$ cat config.mk
export PLATFORM = sky130hd
export DESIGN_NAME = core_halt_ctl
export DESIGN_NICKNAME = d
export VERILOG_FILES = /design/src/rtl/core_halt_pkg.sv /design/src/rtl/halt_wrap_bank.sv /design/src/rtl/halt_own_arb.sv /design/src/rtl/halt_seq.sv /design/src/rtl/core_halt_ctl.sv
export SDC_FILE = /design/constraint.sdc
export NUM_CORES = 1
export LEC_CHECK = 0
export BUFFER_PORTS_ARGS = -buffer_cell sky130_fd_sc_hd__buf_4
export CORE_MARGIN = 2
export CORE_UTILIZATION = 39
export DETAILED_ROUTE_END_ITERATION = 10
export PLACE_DENSITY = 0.7
export SYNTH_ARGS = -nofsm -noshare
export SYNTH_HDL_FRONTEND = slang
export SYNTH_SLANG_ARGS = --single-unit
$ cat constraint.sdc
create_clock -name clk -period 3.8 [get_ports clk]
set_clock_uncertainty 0.2 [all_clocks]
set_input_delay 0.38 -clock clk [delete_from_list [all_inputs] [get_ports clk]]
set_output_delay 0.38 -clock clk [all_outputs]
set_load 0.02 [all_outputs]
$ cat src/rtl/core_halt_pkg.sv
package core_halt_pkg;

  localparam int HALT_BIT = 31;
  localparam int ACK_BIT  = 28;
  localparam int WORD_W   = 32;
  localparam int CODE_W   = 4;

  localparam logic [WORD_W-1:0] HALT_ONLY = WORD_W'(1) << HALT_BIT;

  localparam logic [CODE_W-1:0] ST_OK      = 4'h0;
  localparam logic [CODE_W-1:0] ST_ALREADY = 4'h1;
  localparam logic [CODE_W-1:0] ST_UNSUP   = 4'hF;
  localparam logic [CODE_W-1:0] ST_SELF    = 4'hE;
  localparam logic [CODE_W-1:0] ST_OWNED   = 4'hD;
  localparam logic [CODE_W-1:0] ST_TMO     = 4'hC;

  typedef enum logic {S_IDLE, S_WAIT} seq_st_e;

endpackage

$ cat src/rtl/halt_wrap_bank.sv
module halt_wrap_bank
  import core_halt_pkg::*;
#(
  parameter int              N_CORE   = 4,
  parameter int              IDW      = 3,
  parameter logic [WORD_W-1:0] WRAP_RST = '0
) (
  input  logic                     clk,
  input  logic                     rst_n,
  input  logic [N_CORE-1:0]        core_ack,
  input  logic                     wr_en,
  input  logic [IDW-1:0]           wr_idx,
  output logic [N_CORE-1:0]        ack_q,
  output logic [N_CORE*WORD_W-1:0] word
);

  localparam logic [WORD_W-1:0] ACK_MASK = WORD_W'(1) << ACK_BIT;
  localparam logic [WORD_W-1:0] RST_VAL  = WRAP_RST & ~ACK_MASK;

  genvar k;
  generate
    for (k = 0; k < N_CORE; k++) begin : g_reg
      logic [WORD_W-1:0] store_q;
      logic [WORD_W-1:0] store_d;
      logic              store_en;
      logic              ack_r;

      always_comb begin
        store_en = wr_en && (wr_idx == IDW'(k));
        store_d  = HALT_ONLY;
      end

      always_ff @(posedge clk or negedge rst_n) begin
        if (!rst_n) begin
          store_q <= RST_VAL;
        end else if (store_en) begin
          store_q <= store_d;
        end
      end

      always_ff @(posedge clk or negedge rst_n) begin
        if (!rst_n) begin
          ack_r <= 1'b0;
        end else begin
          ack_r <= core_ack[k];
        end
      end

      always_comb begin
        word[k*WORD_W +: WORD_W] = (store_q & ~ACK_MASK) | (ack_r ? ACK_MASK : '0);
        ack_q[k]                 = ack_r;
      end
    end
  endgenerate

endmodule

$ cat src/rtl/halt_own_arb.sv
module halt_own_arb
  import core_halt_pkg::*;
#(
  parameter int                N_CORE      = 4,
  parameter int                IDW         = 3,
  parameter logic [N_CORE-1:0] DBG_PRESENT = '1
) (
  input  logic                     clk,
  input  logic                     rst_n,
  input  logic [N_CORE-1:0]        req_vld,
  input  logic [N_CORE*IDW-1:0]    req_tgt,
  input  logic                     busy,
  output logic [N_CORE-1:0]        grant,
  output logic [N_CORE-1:0]        rej_vld,
  output logic [N_CORE*CODE_W-1:0] rej_code,
  output logic [IDW-1:0]           own_id
);

  localparam int             SPAN    = 2 ** IDW;
  localparam logic [IDW-1:0] UNOWNED = '1;

  logic [SPAN-1:0]   present_ext;
  logic [N_CORE-1:0] unsup;
  logic [N_CORE-1:0] selfr;
  logic [N_CORE-1:0] elig;
  logic [IDW-1:0]    owner_q;
  logic [IDW-1:0]    owner_d;
  logic [IDW-1:0]    claim_id;
  logic [IDW-1:0]    eff_owner;
  logic              owned;
  logic              owner_en;

  always_comb present_ext = SPAN'(DBG_PRESENT);

  genvar i;
  generate
    for (i = 0; i < N_CORE; i++) begin : g_chk
      logic [IDW-1:0] tgt;
      always_comb begin
        tgt      = req_tgt[i*IDW +: IDW];
        unsup[i] = !present_ext[tgt];
        selfr[i] = (tgt == IDW'(i));
        elig[i]  = req_vld[i] && !unsup[i] && !selfr[i];
      end
    end
  endgenerate

  // lowest eligible index wins a fresh claim
  always_comb begin
    claim_id = UNOWNED;
    for (int j = N_CORE - 1; j >= 0; j--) begin
      if (elig[j]) claim_id = IDW'(j);
    end
  end

  always_comb begin
    owned     = (owner_q != UNOWNED);
    eff_owner = owned ? owner_q : claim_id;
    owner_en  = !owned && (|elig);
    owner_d   = claim_id;
  end

  always_comb begin
    grant    = '0;
    rej_vld  = '0;
    rej_code = '0;
    for (int j = 0; j < N_CORE; j++) begin
      if (req_vld[j] && !(busy && (owner_q == IDW'(j)))) begin
        if (unsup[j]) begin
          rej_vld[j]                  = 1'b1;
          rej_code[j*CODE_W +: CODE_W] = ST_UNSUP;
        end else if (selfr[j]) begin
          rej_vld[j]                  = 1'b1;
          rej_code[j*CODE_W +: CODE_W] = ST_SELF;
        end else if (eff_owner != IDW'(j)) begin
          rej_vld[j]                  = 1'b1;
          rej_code[j*CODE_W +: CODE_W] = ST_OWNED;
        end else begin
          grant[j] = 1'b1;
        end
      end
    end
  end

  always_ff @(posedge clk or negedge rst_n) begin
    if (!rst_n) begin
      owner_q <= UNOWNED;
    end else if (owner_en) begin
      owner_q <= owner_d;
    end
  end

  always_comb own_id = owner_q;

endmodule

$ cat src/rtl/halt_seq.sv
module halt_seq
  import core_halt_pkg::*;
#(
  parameter int N_CORE = 4,
  parameter int IDW    = 3,
  parameter int TMO_W  = 32
) (
  input  logic                    clk,
  input  logic                    rst_n,
  input  logic [N_CORE-1:0]       grant,
  input  logic [N_CORE*IDW-1:0]   req_tgt,
  input  logic [N_CORE*TMO_W-1:0] req_tmo,
  input  logic [N_CORE-1:0]       ack_q,
  output logic                    busy,
  output logic                    wr_en,
  output logic [IDW-1:0]          wr_idx,
  output logic                    fin_vld,
  output logic [IDW-1:0]          fin_agent,
  output logic [CODE_W-1:0]       fin_code
);

  localparam int SPAN = 2 ** IDW;

  seq_st_e          st_q, st_d;
  logic [TMO_W-1:0] cnt_q, cnt_d;
  logic [IDW-1:0]   agent_q, agent_d;
  logic [IDW-1:0]   tgt_q, tgt_d;
  logic             ctx_en;
  logic             any_grant;
  logic [IDW-1:0]   g_agent;
  logic [IDW-1:0]   g_tgt;
  logic [TMO_W-1:0] g_tmo;
  logic [SPAN-1:0]  ack_ext;

  always_comb begin
    any_grant = |grant;
    g_agent   = '0;
    g_tgt     = '0;
    g_tmo     = '0;
    for (int j = 0; j < N_CORE; j++) begin
      if (grant[j]) begin
        g_agent = IDW'(j);
        g_tgt   = req_tgt[j*IDW +: IDW];
        g_tmo   = req_tmo[j*TMO_W +: TMO_W];
      end
    end
    ack_ext = SPAN'(ack_q);
  end

  always_comb begin
    st_d      = st_q;
    cnt_d     = cnt_q;
    agent_d   = agent_q;
    tgt_d     = tgt_q;
    ctx_en    = 1'b0;
    wr_en     = 1'b0;
    wr_idx    = g_tgt;
    fin_vld   = 1'b0;
    fin_agent = agent_q;
    fin_code  = ST_OK;
    unique case (st_q)
      S_IDLE: begin
        if (any_grant) begin
          fin_agent = g_agent;
          if (ack_ext[g_tgt]) begin
            fin_vld  = 1'b1;
            fin_code = ST_ALREADY;
          end else begin
            wr_en = 1'b1;
            if (g_tmo == '0) begin
              fin_vld  = 1'b1;
              fin_code = ST_OK;
            end else begin
              st_d    = S_WAIT;
              cnt_d   = g_tmo;
              agent_d = g_agent;
              tgt_d   = g_tgt;
              ctx_en  = 1'b1;
            end
          end
        end
      end
      S_WAIT: begin
        if (ack_ext[tgt_q]) begin
          fin_vld  = 1'b1;
          fin_code = ST_OK;
          st_d     = S_IDLE;
        end else if (cnt_q == TMO_W'(1)) begin
          fin_vld  = 1'b1;
          fin_code = ST_TMO;
          st_d     = S_IDLE;
        end else begin
          cnt_d = cnt_q - TMO_W'(1);
        end
      end
      default: st_d = S_IDLE;
    endcase
  end

  always_ff @(posedge clk or negedge rst_n) begin
    if (!rst_n) begin
      st_q  <= S_IDLE;
      cnt_q <= '0;
    end else begin
      st_q  <= st_d;
      cnt_q <= cnt_d;
    end
  end

  always_ff @(posedge clk or negedge rst_n) begin
    if (!rst_n) begin
      agent_q <= '0;
      tgt_q   <= '0;
    end else if (ctx_en) begin
      agent_q <= agent_d;
      tgt_q   <= tgt_d;
    end
  end

  always_comb busy = (st_q == S_WAIT);

endmodule

$ cat src/rtl/core_halt_ctl.sv
module core_halt_ctl
  import core_halt_pkg::*;
#(
  parameter int                N_CORE      = 4,
  parameter int                TMO_W       = 32,
  parameter logic [N_CORE-1:0] DBG_PRESENT = '1,
  parameter logic [31:0]       WRAP_RST    = 32'h0000_000F
) (
  input  logic                           clk,
  input  logic                           rst_n,
  input  logic [N_CORE-1:0]              req_vld,
  input  logic [N_CORE*$clog2(N_CORE+1)-1:0] req_tgt,
  input  logic [N_CORE*TMO_W-1:0]        req_tmo,
  input  logic [N_CORE-1:0]              core_ack,
  output logic [N_CORE-1:0]              done,
  output logic [N_CORE*4-1:0]            status,
  output logic [N_CORE*32-1:0]           wrap_word
);

  localparam int IDW = $clog2(N_CORE + 1);

  logic [N_CORE-1:0]        grant;
  logic [N_CORE-1:0]        rej_vld;
  logic [N_CORE*CODE_W-1:0] rej_code;
  logic [IDW-1:0]           own_id;
  logic                     busy;
  logic                     wr_en;
  logic [IDW-1:0]           wr_idx;
  logic                     fin_vld;
  logic [IDW-1:0]           fin_agent;
  logic [CODE_W-1:0]        fin_code;
  logic [N_CORE-1:0]        ack_q;
  logic [N_CORE-1:0]        done_q, done_d;
  logic [N_CORE*CODE_W-1:0] stat_q, stat_d;

  halt_own_arb #(
    .N_CORE(N_CORE), .IDW(IDW), .DBG_PRESENT(DBG_PRESENT)
  ) u_arb (
    .clk(clk), .rst_n(rst_n), .req_vld(req_vld), .req_tgt(req_tgt),
    .busy(busy), .grant(grant), .rej_vld(rej_vld), .rej_code(rej_code),
    .own_id(own_id)
  );

  halt_seq #(
    .N_CORE(N_CORE), .IDW(IDW), .TMO_W(TMO_W)
  ) u_seq (
    .clk(clk), .rst_n(rst_n), .grant(grant), .req_tgt(req_tgt),
    .req_tmo(req_tmo), .ack_q(ack_q), .busy(busy), .wr_en(wr_en),
    .wr_idx(wr_idx), .fin_vld(fin_vld), .fin_agent(fin_agent),
    .fin_code(fin_code)
  );

  halt_wrap_bank #(
    .N_CORE(N_CORE), .IDW(IDW), .WRAP_RST(WRAP_RST)
  ) u_bank (
    .clk(clk), .rst_n(rst_n), .core_ack(core_ack), .wr_en(wr_en),
    .wr_idx(wr_idx), .ack_q(ack_q), .word(wrap_word)
  );

  always_comb begin
    for (int j = 0; j < N_CORE; j++) begin
      if (rej_vld[j]) begin
        done_d[j]                  = 1'b1;
        stat_d[j*CODE_W +: CODE_W] = rej_code[j*CODE_W +: CODE_W];
      end else if (fin_vld && (fin_agent == IDW'(j))) begin
        done_d[j]                  = 1'b1;
        stat_d[j*CODE_W +: CODE_W] = fin_code;
      end else begin
        done_d[j]                  = 1'b0;
        stat_d[j*CODE_W +: CODE_W] = stat_q[j*CODE_W +: CODE_W];
      end
    end
  end

  always_ff @(posedge clk or negedge rst_n) begin
    if (!rst_n) begin
      done_q <= '0;
      stat_q <= '0;
    end else begin
      done_q <= done_d;
      stat_q <= stat_d;
    end
  end

  always_comb begin
    done   = done_q;
    status = stat_q;
  end

endmodule

# After elaboration in Yosys (flattened, before gate mapping)
# Memory sizes are Yosys's and may differ from the RTL's.
# Cells that the tools add are included.
[totals]
mem_count = 4
out_inout_bits = 148
romBits = 32
ff_bits = 86
inputBits = 150
word_cells = 227
[classes]
eq_ne = 22
n_bitwise = 7
n_reduce_logical = 48
mux = 121
magnitude_cmp = 6
add_sub_neg = 1
[mem_list]
columns = ["name", "depth", "word_bits", "read_ports", "rd_ports_with_merged_regs", "write_ports", "line", "rtl"]
rows = [
  ["(name not given)", 8, 1, 1, 0, 0, "halt_own_arb.sv:41", "unsup[i] = !present_ext[tgt];"],
  ["(name not given)", 8, 1, 1, 0, 0, "halt_own_arb.sv:41", ""],
  ["(name not given)", 8, 1, 1, 0, 0, "halt_own_arb.sv:41", ""],
  ["(name not given)", 8, 1, 1, 0, 0, "halt_own_arb.sv:41", ""],
]
[ops]
columns = ["op", "n"]
rows = [
  ["32-bit two-way mux", 9],
  ["29-bit two-way mux", 4],
  ["4-bit two-way mux", 27],
  ["32-bit bitwise OR", 3],
  ["32-bit one-hot mux with 2 select lines", 1],
  ["1-bit two-way mux", 62],
  ["3-bit two-way mux", 13],
  ["32-bit by 1-bit == test with 1-bit output (second input constant)", 1],
  ["32-bit logical NOT", 1],
  ["32-bit by 29-bit bitwise OR with 32-bit output", 1],
  ["32-bit by 1-bit subtractor with 32-bit output (second input constant)", 1],
  ["1-bit logical AND", 25],
  ["3-bit by 2-bit == test with 1-bit output (second input constant)", 8],
  ["3-bit by 4-bit less-than comparator with 1-bit output (second input constant)", 6],
  ["3-bit by 1-bit == test with 1-bit output (second input constant)", 4],
  ["3-bit logical NOT", 4],
  ["5-bit AND reduction", 2],
  ["1-bit logical NOT", 9],
  ["2-bit inequality test (second input constant)", 4],
  ["4-bit one-hot mux with 2 select lines", 1],
  ["2-bit nonzero test", 4],
  ["4-bit OR reduction", 2],
  ["1-bit binary-select mux with 3-bit select", 2],
  ["3-bit by 2-bit inequality test with 1-bit output (second input constant)", 2],
  ["6 further kinds", 9],
]

# Depth between registers and ports, before layout
# Gate-level depths: netlist of run 1.
[depth]
depth_word = 26
mapped_depth = 16
depth_no_buf = 12

# By module
# Synthesis of run 1 repeated with hierarchy kept, for this count alone.
[hier_totals]
hier_cells = 789
area_unflattened_um2 = 6585.1
[modules_own_cells]
columns = ["module", "area_per_inst_um2", "cells_per_inst", "n_inst"]
rows = [
  ["halt_seq", 3751.1, 474, 1],
  ["halt_wrap_bank", 1328.8, 150, 1],
  ["core_halt_ctl", 905.9, 82, 1],
  ["halt_own_arb", 599.3, 83, 1],
]

# Least setup slack after synthesis of run 1
# Ideal clock, no wire load.
[synth_timing]
path_type = "reg2reg"
from = "register u_arb.owner_q[2], in the netlist u_arb.own_id[2]"
to = "register u_seq.cnt_q[5]"
path_stages_with_launch = 15
slack_ps = 192
arrival_ps = 3282
cell_sequence = "dfstp_2 -> buf_4 -> and4bb_1 -> nor3_1 -> o211a_1 -> clkbuf_1 -> o2111ai_1 -> a32oi_1 -> mux4_2 -> nand2b_4 -> nand2_2 -> nand2_4 -> buf_8 -> mux2_1 -> o311a_1"
[synth_via]
elab_chain_len = 15
elab_cells_between_ends = 58
[synth_lines]
columns = ["item", "line", "rtl"]
rows = [
  ["start, declared", "halt_own_arb.sv:26", "logic [IDW-1:0] owner_q;"],
  ["start signal, assigned", "halt_own_arb.sv:89", "owner_q <= owner_d;"],
  ["3-bit inequality test", "halt_own_arb.sv:57", "owned = (owner_q != UNOWNED);"],
  ["3-bit two-way mux", "halt_own_arb.sv:58", "eff_owner = owned ? owner_q : claim_id;"],
  ["3-bit nonzero test", "halt_own_arb.sv:75", "end else if (eff_owner != IDW'(j)) begin"],
  ["1-bit two-way mux", "halt_own_arb.sv:75", ""],
  ["1-bit two-way mux", "halt_own_arb.sv:72", "end else if (selfr[j]) begin"],
  ["1-bit two-way mux", "halt_own_arb.sv:69", "if (unsup[j]) begin"],
  ["1-bit two-way mux", "halt_own_arb.sv:68", "if (req_vld[j] && !(busy && (owner_q == IDW'(j)))) begin"],
  ["3-bit two-way mux or 32-bit two-way mux (tied branches) (4 in a row)", "halt_seq.sv:41", "if (grant[j]) begin"],
  ["1-bit binary-select mux with 3-bit select or 32-bit two-way mux (tied branches)", "halt_seq.sv:65, halt_seq.sv:70", ""],
  ["1-bit two-way mux (not written as such) or 32-bit two-way mux (tied branches)", "halt_seq.sv:65", "if (ack_ext[g_tgt]) begin"],
  ["2-bit inequality test (no source line) or 32-bit two-way mux (tied branches)", "--", ""],
  ["5-bit AND reduction (no source line) or 32-bit one-hot mux with 2 select lines (tied branches)", "--", ""],
  ["end signal, assigned", "halt_seq.sv:106", "cnt_q <= cnt_d;"],
  ["end, declared", "halt_seq.sv:25", "logic [TMO_W-1:0] cnt_q, cnt_d;"],
]
# Several ways; a longest one is shown, not always the timed one. The select of a mux whose other input is x is not followed.
# A chain may end at the register's enable or synchronous reset.

# Worst setup path in the final report of run 1
[layout_timing]
from = "register u_arb.owner_q[2], in the netlist u_arb.own_id[2]"
to = "register stat_q[4], in the netlist status[4]"
[layout_via]
elab_chain_len = 18
elab_cells_between_ends = 75
[layout_lines]
columns = ["item", "line", "rtl"]
rows = [
  ["3-bit inequality test", "halt_own_arb.sv:57", ""],
  ["3-bit two-way mux", "halt_own_arb.sv:58", ""],
  ["3-bit nonzero test", "halt_own_arb.sv:75", ""],
  ["1-bit two-way mux", "halt_own_arb.sv:75", ""],
  ["1-bit two-way mux", "halt_own_arb.sv:72", ""],
  ["1-bit two-way mux", "halt_own_arb.sv:69", ""],
  ["1-bit two-way mux", "halt_own_arb.sv:68", ""],
  ["3-bit two-way mux or 32-bit two-way mux (tied branches) (4 in a row)", "halt_seq.sv:41", ""],
  ["1-bit binary-select mux with 3-bit select or 32-bit logical NOT (tied branches)", "halt_seq.sv:65, halt_seq.sv:70", ""],
  ["1-bit two-way mux, on equally long branches", "halt_seq.sv:65, halt_seq.sv:70", ""],
  ["1-bit two-way mux", "halt_seq.sv:65", ""],
  ["4-bit two-way mux or 1-bit two-way mux (tied branches)", "halt_seq.sv:63", "if (any_grant) begin"],
  ["4-bit one-hot mux with 2 select lines or 1-bit one-hot mux with 2 select lines (tied branches)", "halt_seq.sv:61", "unique case (st_q)"],
  ["4-bit two-way mux or 1-bit logical AND (tied branches)", "core_halt_ctl.sv:65", "end else if (fin_vld && (fin_agent == IDW'(j))) begin"],
  ["4-bit two-way mux or 2-bit nonzero test (tied branches)", "--", ""],
  ["end signal, assigned", "core_halt_ctl.sv:81", "stat_q <= stat_d;"],
  ["end, declared", "core_halt_ctl.sv:34", "logic [N_CORE*CODE_W-1:0] stat_q, stat_d;"],
]
# Several ways; a longest one is shown, not always the timed one. The select of a mux whose other input is x is not followed.

==> summary by stage, run 1 <==
Run status
The flow ran to the end, but the final reports show violations. The checks that failed: hold timing, setup timing.

Floorplan
The die covers 0.0186 sq mm. The number of top-level pins is 298. The effective utilization at floorplan is 39.7%. The floorplan step set the die width to 137 um. The floorplan die height is 137 um. The core footprint is 0.0172 sq mm. The initialized floorplan defines 48 standard-cell rows.

Timing
The final setup violation count is 10. The final total negative setup slack is -0.158 ns. Once routing completed, OpenROAD measured the worst setup slack at -0.0554 ns. The worst path uses 101% of the clock period. The tightest hold path in the finished design has a slack of -0.0420 ns. Measured against its own limit, the worst slew margin works out to 16.1%.

The maximum frequency from static timing analysis is 259 MHz. Setup repair after global routing could not meet its margin everywhere. The final-report hold violation count is 37. At the pin with the least slew margin, the transition time is 1.25 ns. The final critical-path required period is 3.86 ns. The final max-slew violation count came to 0.

Synthesis
In the synthesized netlist the async set-or-reset flop fraction comes to 100%. In this run, synthesis inferred 0 flip-flops with an integrated enable. Of the post-synthesis cell area, the dominant cell type holds 22.7%. The leading area contributor after synthesis is dfrtp_1. The combinational family with the most area after synthesis is compound AO/OA/AOI/OAI gates. The gate count after technology mapping is 825. The synthesized-area fraction occupied by ao, oa, aoi and oai cells is 32.2%. The share of cell area taken by muxes after synthesis is 1.75%. The netlist area before placement is 0.00685 sq mm.

The synthesized netlist contains 100 unique library cells. The simple-gate share of the synthesized area is 21.8%. The warning count from the yosys run is 0. The synthesized design contains 69 register bits. After synthesis, flip-flops and latches occupy 25.3% of the total area. Of the total synthesized cell area, the portion taken by XOR and XNOR cells is 0%. The predominant post-synthesis flop cell is dfrtp_1.

By area the synthesized netlist is led by dfrtp_1 (23%), buf_4 (14%), nand2_1 (4.4%), o2111a_1 (3.9%), and2_1 (3.4%). The adder-cell area share of the yosys netlist is 0.365%. Averaged over all synthesized cells, the footprint is 8.30 sq um.

Placed design
In this run the tool buffered the top-level ports with 193 buffer cells. At the end of routability-driven placement, the weighted congestion stood at 0.960. Detailed placement finished with a half-perimeter wire length of 19,300 um.

Before CTS, the worst setup slack after placement is -0.332 ns.

Power and ir drop
The leakage power is 4.52 nW. For this design the ratio of total power to cell area is 361 mW/mm^2. The worst ir drop on vdd is 286 uV.

Detailed routing
The number of remaining DRC errors is 0. The number of DRC markers after the initial detailed-route iteration is 843. The detailed-routing iteration count for the pre-antenna-repair pass is 6.

Once detail routing completed, the nets flagged for antenna violations numbered 0. The total length of routed wires is 26,900 um. The detailed-route via count is 7,813. The detailed-route vias per instance is 5.80. The average routed wire per standard cell is 20.0 um.

GRT
The number of antenna violations at the first check in global routing was 0. The overflow left after global routing is 0. The largest net degree at the start of global routing is 70. The first global-routing pass estimated 37,600 um of wire. The global-route usage over all layers is 26.2%. The number of global-route vias before repair is 6,990.

Clock tree
In this run the number of H-tree levels came out at 3. The TritonCTS clock tree is built. The longest clock path from root to sink contains 2 buffers. In this run, CTS created clock tree buffers numbering 9. The later-pin clock latency in the skew report is 0.35 ns. The cell sitting at the root of the clock tree is a clkbuf_16. Counting every sink on the clock net gives 69. The register clock-pin slew on the reported worst setup and hold paths is 0.06 ns.

Setup path
Along the worst path, the maximum fanout reaches 7. The type of the worst setup path is reg -> reg. STA puts the critical path data arrival time at 3.89 ns. The worst setup path is launched from a flop. For the worst setup path, the data required time is 3.83 ns. The kind of end point of the critical path is a flop.

Final layout
Once layout is complete, the utilization of the core stands at 57.3%. The area growth from synthesis to layout is 44.1%. 0 antenna diodes ended up in the layout. The top cell types in the final layout, fill and taps aside, are buf_4 (315), conb_1 (104), nand2_1 (71). The post-route netlist has 40.0% of its cells at a drive strength greater than 1.

The most common cell after layout, fill and taps aside is buf_4. The number of nets in the final layout is 1,270.

Run
The total of max-cap violations is 0.

Worst hold path
The class of the tightest hold or removal check is in -> async.
-- power by group --
| part | total (mW) | switching (mW) | internal (mW) |
|---|---|---|---|
| Combinational | 1.45 | 0.764 | 0.683 |
| Clock | 0.928 | 0.335 | 0.593 |
| Sequential | 1.19 | 0.248 | 0.939 |
| Total | 3.56 | 1.35 | 2.22 |
-- metal layers --
metal / track usage (%) / wire (um)
met3: 6.04 / 2810
met1: 34.0 / 10500
met2: 42.6 / 12600
met4: 8.97 / 943
met5: 0 / 0
-- cells by family after synthesis --
logic type	Yosys count
flip-flops	69
adder cells (fa/ha/maj)	2
buffers and inverters	193
AO/OA/AOI/OAI	260
multiplexers	9
other	1
AND/OR/NAND/NOR	291
-- registers in the layout, indices dropped and copies added (netlist names) --
name and cells:
u_seq.busy 1, u_seq.tgt_q 3, u_bank.g.ack_r 4, u_arb.own_id 3, u_bank.g.store_q 8, u_seq.cnt_q 32
status 12, done 4, u_seq.agent_q 2
-- final cells by class --
type / count / area [sq um]
Tap cell: 225 / 282
Clock inverter: 5 / 83.8
Inverter: 22 / 85.1
Multi-Input combinational cell: 667 / 4550
Clock buffer: 11 / 243
Timing Repair Buffer: 349 / 2890
Fill cell: 1556 / 7370
Sequential cell: 69 / 1740
-- critical path, stage by stage, from the launching register on --
cell and delay (ns):
dfstp_2 0.61, buf_4 0.14, nand2_2 0.09, buf_4 0.16, a211oi_4 0.35, buf_4 0.20, nand2_1 0.07, a22o_1 0.23
a32oi_2 0.27, mux4_2 0.40, a2bb2oi_1 0.38, a211oi_2 0.17, or3_1 0.36, o311a_1 0.11
-- per-stage QoR --
stage / instance area, sq um / power [mW] / cells
final: 9870 / 3.56 / 1348
after global routing: 9870 / 3.76 / 1348
after CTS: 9260 / 3.44 / 1318
after detailed placement: 8760 / 2.48 / 1288
after global placement: 8760 / 2.44 / 1288
after floorplan: 7240 / 2.04 / 928
-- path summary, 6_finish.rpt --
kind,start,slack [ns],cells after the start,endpoint
worst max-delay path,u_arb.own_id[2]$_DFFE_PN1P_,-0.06,13,status[4]$_DFFE_PN0P_
worst min-delay path,rst_n,-0.04,1,u_bank.g_reg[3].store_q[31]$_DFFE_PN0P_
worst max register to register,u_arb.own_id[2]$_DFFE_PN1P_,-0.06,13,status[4]$_DFFE_PN0P_
worst min register to register,u_bank.g_reg[2].store_q[31]$_DFFE_PN0P_,0.27,1,u_bank.g_reg[2].store_q[31]$_DFFE_PN0P_
max in group asynchronous,rst_n,2.82,1,u_seq.cnt_q[21]$_DFFE_PN0P_
min in group clk,req_tgt[2],0.20,3,status[0]$_DFFE_PN0P_
-- cell usage after synthesis (all sizes together) (4+ instances only) --
cell type	count
a32oi	4
nor2	57
o211ai	5
nand3	13
a2111oi	4
a211oi	6
inv	21
a222oi	5
dfstp	7
nor4	8
nand2	83
a221oi	5
a21o	6
nand2b	15
a31oi	14
and2	38
o311ai	4
or2	8
o221a	10
nand4	7
o2111a	24
o31ai	10
buf	150
and3	5
clkbuf	21
a22oi	28
a221o	11
o22ai	7
nor2b	9
o21a	6
dfrtp	62
or3	6
mux2	4
o32a	10
o2111ai	7
o21ai	32
a21oi	28
a2bb2oi	4
o32ai	5
o211a	4
nor3	30
-- what timing repair did --
item                                    in CTS  in global routing
endpoints found under the setup margin      45                 48
hold buffers                                 4                  0
pin swaps                                    7                 29
resized for setup                           11                 63
buffers inserted                             8                 25
hold endpoints to repair                     4                  0
cloned                                       2                  6
(Power assumes the default switching activity.)
==> run 2: changes to the inputs <==
--- a/config.mk
+++ b/config.mk
@@ -5,11 +5,11 @@
 export SDC_FILE = /design/constraint.sdc
 export NUM_CORES = 1
 export LEC_CHECK = 0
-export BUFFER_PORTS_ARGS = -buffer_cell sky130_fd_sc_hd__buf_4
 export CORE_MARGIN = 2
 export CORE_UTILIZATION = 39
 export DETAILED_ROUTE_END_ITERATION = 10
-export PLACE_DENSITY = 0.7
+export DONT_BUFFER_PORTS = 1
 export SYNTH_ARGS = -nofsm -noshare
 export SYNTH_HDL_FRONTEND = slang
+export SYNTH_HIERARCHICAL = 1
 export SYNTH_SLANG_ARGS = --single-unit
==> run 2 against run 1 <==
The flow finishes with violations (setup timing). Sequential share of layout area up 5.4 points. Synthesized cell count down 4.4%. Clock power down 13%. Clock-buffer cell count down 1. Sequential power up 11%. Die area down 3.7%. Final area down 19%. Non-clock buffer count down 196. First-iteration DRC count down 49%. Hold slack better by 0.087 ns. Area after synthesis down 3.9%. Cell count down 18%.
==> summary by stage, run 2 <==
Synthesis
The post-synthesis average cell area is 8.35 sq um (+0.53%). The leading area contributor after synthesis is dfrtp_1. The number of distinct library cell variants in the gate-level netlist after synthesis is 80 (-20%). The adder-cell area share of the yosys netlist is 0.380% (+0.015 points). In the post-synthesis netlist, the biggest area contributors are dfrtp_1 (25%), buf_4 (16%), a21oi_1 (5.1%), nand3b_1 (3.2%), nand2_1 (3.1%). The share of cell area taken by muxes after synthesis came to 3.91% (+2.2 points). The flop and latch count out of synthesis is 73 (+5.8%). The warning count from the yosys run was 6 (+6).

The netlist area before placement came to 0.00659 sq mm (-3.9%). The proportion of synthesized chip area in sequential cells is 27.9% (+2.5 points). The xor and xnor fraction of the mapped netlist area is 0% (unchanged).

The synthesized-area fraction occupied by ao, oa, aoi and oai cells was 24.4% (-7.8 points). The area fraction of the dominant cell type after synthesis is 25.1% (+2.4 points). The share of synthesized registers carrying an async set or reset is 100% (unchanged).

In the synthesized netlist, the cells that appear most often are buf_4 (136), a21oi_1 (67), dfrtp_1 (66), nand2_1 (54), nor2_1 (37). The simple-gate share of the synthesized area is 23.3% (+1.5 points). The number of flops mapped to enable cells by yosys is 0 (unchanged). By area, the combinational part of the netlist is dominated by compound AO/OA/AOI/OAI gates. The predominant post-synthesis flop cell is dfrtp_1. The gate count after technology mapping is 789 (-4.4%).

Yosys instantiated no cell more often than buf_4.

Power and ir drop
The power per cell area is 431 mW/mm^2 (+19%). The switching part of the total power is 40.5% (+2.7 points). The relative contribution of combinational cells to total power is 38.3% (-2.3 points). The sequential power share is 38.2% (+4.9 points). The clock network fraction of design power is 23.5% (-2.6 points). The overall power is 3.45 mW (-3.2%). The worst ir drop on vdd was 222 uV (-23%). The power spent charging and discharging nets is 1.40 mW (+3.8%). The leakage power was 3.34 nW (-26%).

The internal power consumption is 2.05 mW (-7.4%).

Detailed routing
The detailed-routing iteration count for the pre-antenna-repair pass was 5 (-1). The top routing layer in use is met4. The number of remaining DRC errors is 0 (unchanged). The detailed-route via count was 6,271 (-20%). The average routed wire per standard cell is 21.6 um (+8.4%). The routed length on met2 came to 11,300 um (-11%). The total length of routed wires is 23,900 um (-11%). The count of nets left with antenna violations after detail routing came to 0 (unchanged). The wire length on met1 is 9680 um (-8.1%).

The detailed-route vias per instance came to 5.69 (-1.8%). The routed wire length on met3 is 2110 um (-25%). The number of DRC markers after the initial detailed-route iteration is 431 (-49%).

Setup path
The worst setup path is captured at a flop. The delay of the slowest cell on the worst path is 0.59 ns (-0.02 ns). The data required time at the worst endpoint was 3.87 ns (+0.04 ns).

The count of buffer and inverter cells on the critical path is 3 (unchanged). The maximum fanout along the worst path is 23 (+16). In this run the critical register-to-register path is captured at u_seq/cnt_q[3]$_DFFE_PN0P_. The setup slack of the worst register-to-register path is -0.34 ns (-0.29 ns). The data arrival at the endpoint of the critical path is 4.21 ns (+0.32 ns). The worst-case reg-to-reg path depth was 16 (+3). Grouping stages by cell kind, the critical path spends the most delay in simple AND/OR/NAND/NOR gates. The master of the slowest instance on the critical path is dfstp_2. The critical path in this run is classified as reg -> reg. The critical path launch point type is a flop. Traced cell by cell, the critical path runs through nand2_1 -> o311a_4 -> nor2b_2 -> and3b_2 -> buf_12 -> nand3b_1 -> a2bb2oi_2 -> nor4_2 -> nand4_1 -> nor4_4 -> nand2b_4 -> and2_4 -> inv_8 -> buf_4 -> and4_1 -> nor3_1. The startpoint identified for the worst register-to-register timing path is u_arb/own_id[1]$_DFFE_PN1P_.

Final layout
The fraction of final layout cells with drive strength greater than 1 was 28.7% (-11 points). The library cell used most frequently in the layout, excluding fill and tap cells, is buf_4. The number of nets in the final layout came to 1,030 (-19%). In the layout the commonest cells are buf_4 (129), conb_1 (106), dfrtp_1 (66).

From synthesis to final layout, the design area changed by 21.5%. The flip-flop count of the largest register, all copies and words added is 32 (unchanged). The antenna diode count came to 0 (unchanged). The largest register by flop count is u_seq/cnt_q. The post-route core utilization was 48.4% (-8.9 points).

Placed design
The post-DP HPWL is 17,500 um (-9.2%). The final weighted congestion in routability-driven placement came to 0.920 (-4.1%). The number of port buffers was 0 (-100%).

GRT
The global-route usage over all layers is 25.8% (-0.40 points). The global-route wire length before repair came to 35,200 um (-6.4%). The overflow left after global routing is 0 (unchanged).

The number of antenna violations at the first check in global routing is 0 (unchanged). The largest net degree at the start of global routing is 74 (+5.7%). The number of global-route vias before repair was 5,928 (-15%).

Timing
The maximum frequency from static timing analysis is 241 MHz (-6.9%). The fraction of the cycle the final worst path needs is 109% (+7.5 points). The final-report hold violation count was 0 (-100%). The final max-slew violation count was 0 (unchanged).

Setup repair after global routing could not meet its margin everywhere. The final-layout worst hold slack is 0.0454 ns (+0.0873 ns). The final worst setup slack is -0.342 ns (-0.287 ns). The final setup violation count is 57 (+47). The headroom to the max-slew limit came to 36.5% (+20 points).

The slew of the pin with the lowest slew margin is 0.943 ns (-0.310 ns). The final critical-path required period is 4.14 ns (+0.287 ns). The final total negative setup slack is -13.18 ns (-13.02 ns).

Floorplan
The area of the die is 0.0179 sq mm (-3.7%). The effective utilization at floorplan came to 39.9% (+0.11 points). The x dimension of the die is 134 um (-1.9%). The number of top-level pins is 298 (unchanged). The core footprint is 0.0165 sq mm (-4.1%). The floorplan die height is 134 um (-1.9%). The count of standard-cell rows was 47 (-2.1%).

Clock tree
The cell at the root of the clock tree is clkbuf_16. The number of H-tree branching levels came to 3 (unchanged). The later-pin clock latency in the skew report came to 0.35 ns (about the same).

The clock sink total is 73 (+5.8%). The register clock-pin slew on the reported worst setup and hold paths is 0.06 ns (about the same). The maximum clock path buffer count came to 2 (unchanged). The TritonCTS clock tree is built.

The total clock buffers created by CTS is 9 (unchanged).

Run
The total of max-cap violations is 0 (unchanged).

Worst hold path
The critical hold path startpoint is req_vld[0]. The worst hold path was traced through 2 stages. The min-delay analysis places its worst path in the category in -> reg.

The worst hold path terminates at u_arb/own_id[1]$_DFFE_PN1P_.

Run status
The checks that failed: setup timing. The run finished, with violations left.
## run 2: changes by cell type in the layout (fill, tap and decap cells not counted), sizes merged, moves of 11 or more
| cell | before | now |
|---|---|---|
| nor3 | 30 | 19 |
| nand3b | 0 | 28 |
| nor4 | 8 | 23 |
| nand2 | 83 | 54 |
| a2bb2oi | 4 | 21 |
| o2111a | 24 | 0 |
| mux2i | 3 | 19 |
| buf | 342 | 144 |
| a21oi | 28 | 71 |
| a22oi | 28 | 7 |
| and2 | 38 | 6 |
| nor2 | 57 | 37 |
## run 2: final cells by class
cell class,count,area [sq um]
clock buffer,10,239
tap,220,275
sequential,73,1840
timing repair buffer,153,1390
inverter,19,78.8
clock inverter,5,32.5
fill,1577,8530
multi-input combinational,621,4140
timing repair inverter,1,6.26
## run 2: logic make-up (layout without fill, tap and decap cells)
family / Yosys count / after routing
AND/OR/NAND/NOR: 261 / 261
AO/OA/AOI/OAI: 229 / 229
buffers and inverters: 199 / 188
flip-flops: 73 / 73
multiplexers: 23 / 23
adder cells (fa/ha/maj): 2 / 2
other: 2 / 106
## run 2: per-stage QoR
| stage | std cells | area [sq um] | worst slack [ns] |
|---|---|---|---|
| floorplan | 893 | 7070 | -0.0547 |
| global placement | 1039 | 6920 | -0.572 |
| detailed placement | 1039 | 6920 | -0.641 |
| CTS | 1094 | 7780 | -0.197 |
| global route | 1102 | 8000 | -0.459 |
| finish | 1102 | 8000 | -0.342 |
## run 2: routing by layer
metal / vias up / global-route usage [%]
li1: 2842 / -
met1: 3005 / 32.7
met2: 369 / 42.3
met3: 55 / 6.84
met4: 0 / 9.34
met5: - / 0
## run 2: timing repair
item	CTS	global route
setup buffers	33	8
gates resized for setup	39	41
cloned	4	1
hold buffers	6	0
hold endpoints to repair	77	0
pin swaps	16	6
endpoints found under the setup margin	63	66
## run 2: worst max path at each step
stage	from	to	cells past startpoint
4_1_cts	u_arb/own_id[1]$_DFFE_PN1P_	u_seq/cnt_q[2]$_DFFE_PN0P_	16
2_1_floorplan	req_tgt[1]	status[0]$_DFFE_PN0P_	19
3_5_place_dp	req_tgt[2]	status[6]$_DFFE_PN0P_	17
6_report	u_arb/own_id[1]$_DFFE_PN1P_	u_seq/cnt_q[3]$_DFFE_PN0P_	16
5_1_grt	u_arb/own_id[1]$_DFFE_PN1P_	status[3]$_DFFE_PN0P_	16
3_3_place_gp	req_tgt[2]	status[4]$_DFFE_PN0P_	17
## run 2: power groups by stage
stage          clock (mW)  combinational [mW]  sequential [mW]
6_report            0.810                1.32             1.32
5_1_grt             0.860                1.43             1.36
3_3_place_gp            0                1.09             1.31
2_1_floorplan           0               0.953             1.23
4_1_cts             0.830                1.23             1.31
3_5_place_dp            0                1.11             1.32
==> run 3: changes to the inputs <==
--- a/config.mk
+++ b/config.mk
@@ -5,7 +5,7 @@
 export SDC_FILE = /design/constraint.sdc
 export NUM_CORES = 1
 export LEC_CHECK = 0
-export CORE_MARGIN = 2
+export CORE_MARGIN = 1.5
 export CORE_UTILIZATION = 39
 export DETAILED_ROUTE_END_ITERATION = 10
 export DONT_BUFFER_PORTS = 1
==> run 3 against run 2 <==
The flow still finishes with violations (setup timing). Register-to-register slack worse by 0.10 ns. Core utilization grew 1.2 points. Global-route usage hardly changed. Total power rose by 2.0%. Critical endpoint is now u_seq/cnt_q[14]$_DFFE_PN0P_. Wire length decreased by 1.5%. Largest power group is now combinational logic.
==> summary by stage, run 3 (synthesized netlist as in run 2, its figures left out) <==
Placed design
The post-detailed-placement cell area is 0.00701 sq mm (+1.3%). The final weighted congestion in routability-driven placement is 0.927 (+0.76%). The post-DP HPWL is 17,500 um (about the same). The post-place setup slack was -0.685 ns (-0.0445 ns). The number of port buffers came to 0 (unchanged).

Clock tree
The cell at the root of the clock tree is clkbuf_16. The number of H-tree branching levels was 3 (unchanged). The total clock buffers created by CTS is 9 (unchanged).

The TritonCTS clock tree is built. The maximum clock path buffer count is 2 (unchanged). The register clock-pin slew on the reported worst setup and hold paths is 0.07 ns (about the same). The later-pin clock latency in the skew report is 0.35 ns (about the same).

The clock sink total is 73 (unchanged).

Power and ir drop
The worst ir drop on vdd was 255 uV (+15%). The overall power was 3.52 mW (+2.0%). The power per cell area is 429 mW/mm^2 (-0.45%). The leakage power was 3.42 nW (+2.3%).

Final layout
The number of nets in the final layout is 1,040 (+0.97%). Relative to the synthesized area, the layout overhead comes to 24.5%. The antenna diode count is 0 (unchanged). In the layout the commonest cells are buf_4 (131), conb_1 (106), dfrtp_1 (66).

More flip-flops sit in one register than any other, and that register is u_seq/cnt_q. The post-route core utilization was 49.6% (+1.2 points). The most common cell after layout, fill and taps aside is buf_4.

The fraction of final layout cells with drive strength greater than 1 came to 29.5% (+0.80 points). The flip-flop count of the largest register, all copies and words added is 32 (unchanged). The area of all placed cells without fillers is 0.00820 sq mm (+2.5%).

Setup path
The maximum fanout along the worst path was 7 (-70%). The worst-case reg-to-reg path depth is 19 (+3). The master of the slowest instance on the critical path is dfstp_2. The data arrival at the endpoint of the critical path is 4.28 ns (+0.07 ns).

The delay of the slowest cell on the worst path is 0.62 ns (+0.03 ns). Walking the worst path, the cells encountered are nand2_2 -> o311a_4 -> nor2b_4 -> and3b_2 -> buf_12 -> buf_12 -> buf_6 -> buf_4 -> nor2b_1 -> a21oi_2 -> nor4_1 -> a21oi_1 -> nor4_4 -> nand2b_2 -> and2_4 -> clkinv_8 -> clkbuf_16 -> and3_1 -> a211o_1. The number of gates on the worst path with buffers counted is 19 (+3). The library cell appearing most often on the critical path is buf_12. The start of the worst register-to-register path is u_arb/own_id[1]$_DFFE_PN1P_. The data required time at the worst endpoint is 3.84 ns (-0.03 ns).

The count of buffer and inverter cells on the critical path came to 6 (+3). The worst setup path is launched from a flop. The setup slack of the worst register-to-register path is -0.44 ns (-0.10 ns). The worst register-to-register path ends at u_seq/cnt_q[14]$_DFFE_PN0P_. The critical path is of the reg -> reg type. STA classifies the critical path endpoint as a flop. The largest delay contributor family on the critical path is simple AND/OR/NAND/NOR gates.

Timing
Setup repair after global routing could not meet its margin everywhere. The headroom to the max-slew limit was 41.8% (+5.4 points). The slew of the pin with the lowest slew margin is 0.869 ns (-0.0746 ns). The final setup violation count is 56 (-1.8%). The final critical-path required period came to 4.24 ns (+0.100 ns).

The final-report hold violation count is 0 (unchanged). The fraction of the cycle the final worst path needs is 112% (+2.6 points). The maximum frequency from static timing analysis is 236 MHz (-2.4%).

The final worst setup slack is -0.442 ns (-0.100 ns). The final max-slew violation count is 0 (unchanged).

Floorplan
The effective utilization at floorplan is 39.9% (unchanged). The area of the die is 0.0177 sq mm (-1.5%). The x dimension of the die was 133 um (-0.75%). The count of standard-cell rows is 47 (unchanged). The number of top-level pins was 298 (unchanged). The core footprint is 0.0165 sq mm (unchanged). The floorplan die height is 133 um (-0.75%).

Run status
The checks that failed: setup timing. The run finished, with violations left.

Worst hold path
The class of the tightest hold or removal check is in -> reg. The terminating pin of the worst hold path is u_arb/own_id[1]$_DFFE_PN1P_. The critical hold path startpoint is req_vld[0].

The cell count of the worst hold path is 2 (unchanged).

Detailed routing
The number of DRC markers after the initial detailed-route iteration came to 437 (+1.4%). The number of remaining DRC errors was 0 (unchanged). The total length of routed wires is 23,500 um (-1.5%). The detailed-routing iteration count for the pre-antenna-repair pass was 5 (unchanged). The detailed-route via count is 6,284 (+0.21%).

The detailed-route vias per instance is 5.65 (-0.69%). The count of nets left with antenna violations after detail routing is 0 (unchanged). The average routed wire per standard cell is 21.1 um (-2.4%).

GRT
The number of global-route vias before repair is 5,783 (-2.4%). The number of antenna violations at the first check in global routing is 0 (unchanged). The largest net degree at the start of global routing is 74 (unchanged). The global-route usage over all layers is 25.7% (-0.049 points). The overflow left after global routing was 0 (unchanged).

The global-route wire length before repair is 34,400 um (-2.4%).

Run
The total of max-cap violations was 0 (unchanged).
[run 3: changes by cell type in the layout (fill, tap and decap cells not counted), sizes merged]
cell      delta
buf         +11
clkinv       +2
clkbuf       +1
bufinv       +1
bufbuf       -2
clkinvlp     -1
inv          -2
[run 3: cell type report]
| cell class | count | area, sq um |
|---|---|---|
| inverter | 19 | 91.3 |
| timing repair buffer | 164 | 1510 |
| fill | 1610 | 8330 |
| multi-input combinational | 621 | 4200 |
| sequential | 73 | 1840 |
| tap | 220 | 275 |
| clock buffer | 9 | 225 |
| clock inverter | 6 | 60.1 |
[run 3: per-stage QoR]
stage,cells,hold slack [ns],setup TNS (ns)
after floorplan,893,-0.116,-0.328
after global placement,1051,-0.114,-24.54
after detailed placement,1051,-0.115,-26.74
after CTS,1097,0.0335,-11.35
after global routing,1112,0.0340,-21.82
final,1112,0.0431,-16.60
[run 3: what timing repair did]
item / 4_1_cts / 5_1_grt
gates cloned: 2 / 3
resized for setup: 59 / 32
endpoints found under the setup margin: 56 / 65
endpoints found under the hold margin: 77 / 0
pin swaps: 12 / 19
hold buffers: 6 / 0
setup buffers: 25 / 13
[run 3: worst max path at each step]
stage / startpoint / end / slack (ns)
2_1_floorplan: req_tgt[1] / status[0]$_DFFE_PN0P_ / -0.05
3_3_place_gp: req_tgt[2] / status[6]$_DFFE_PN0P_ / -0.62
3_5_place_dp: req_tgt[2] / status[4]$_DFFE_PN0P_ / -0.69
4_1_cts: u_arb/own_id[1]$_DFFE_PN1P_ / u_seq/cnt_q[18]$_DFFE_PN0P_ / -0.30
5_1_grt: u_arb/own_id[1]$_DFFE_PN1P_ / status[1]$_DFFE_PN0P_ / -0.51
6_report: u_arb/own_id[1]$_DFFE_PN1P_ / u_seq/cnt_q[14]$_DFFE_PN0P_ / -0.44
[run 3: worst reg2reg max path: stages, from the launching register on]
cell	delay [ns]
dfstp_2	0.62
nand2_2	0.08
o311a_4	0.32
nor2b_4	0.11
and3b_2	0.23
buf_12	0.13
buf_12	0.13
buf_6	0.10
buf_4	0.09
nor2b_1	0.17
a21oi_2	0.09
nor4_1	0.31
a21oi_1	0.11
nor4_4	0.35
nand2b_2	0.21
and2_4	0.20
clkinv_8	0.09
clkbuf_16	0.17
and3_1	0.16
a211o_1	0.26
[run 3: report_power, final]
part	leakage (nW)	switching, mW	internal, mW
registers	0.887	0.312	1.00
logic	2.40	0.713	0.625
clock network	0.137	0.364	0.502
[run 3: per-layer routing]
metal	vias up	wire length [um]	GRT usage, %	share of wire (%)
li1	2874	-	-	-
met1	3010	9780	32.9	42
met2	350	11300	42.5	48
met3	50	1660	5.56	7.1
met4	0	737	9.65	3.1
met5	-	0	0	0
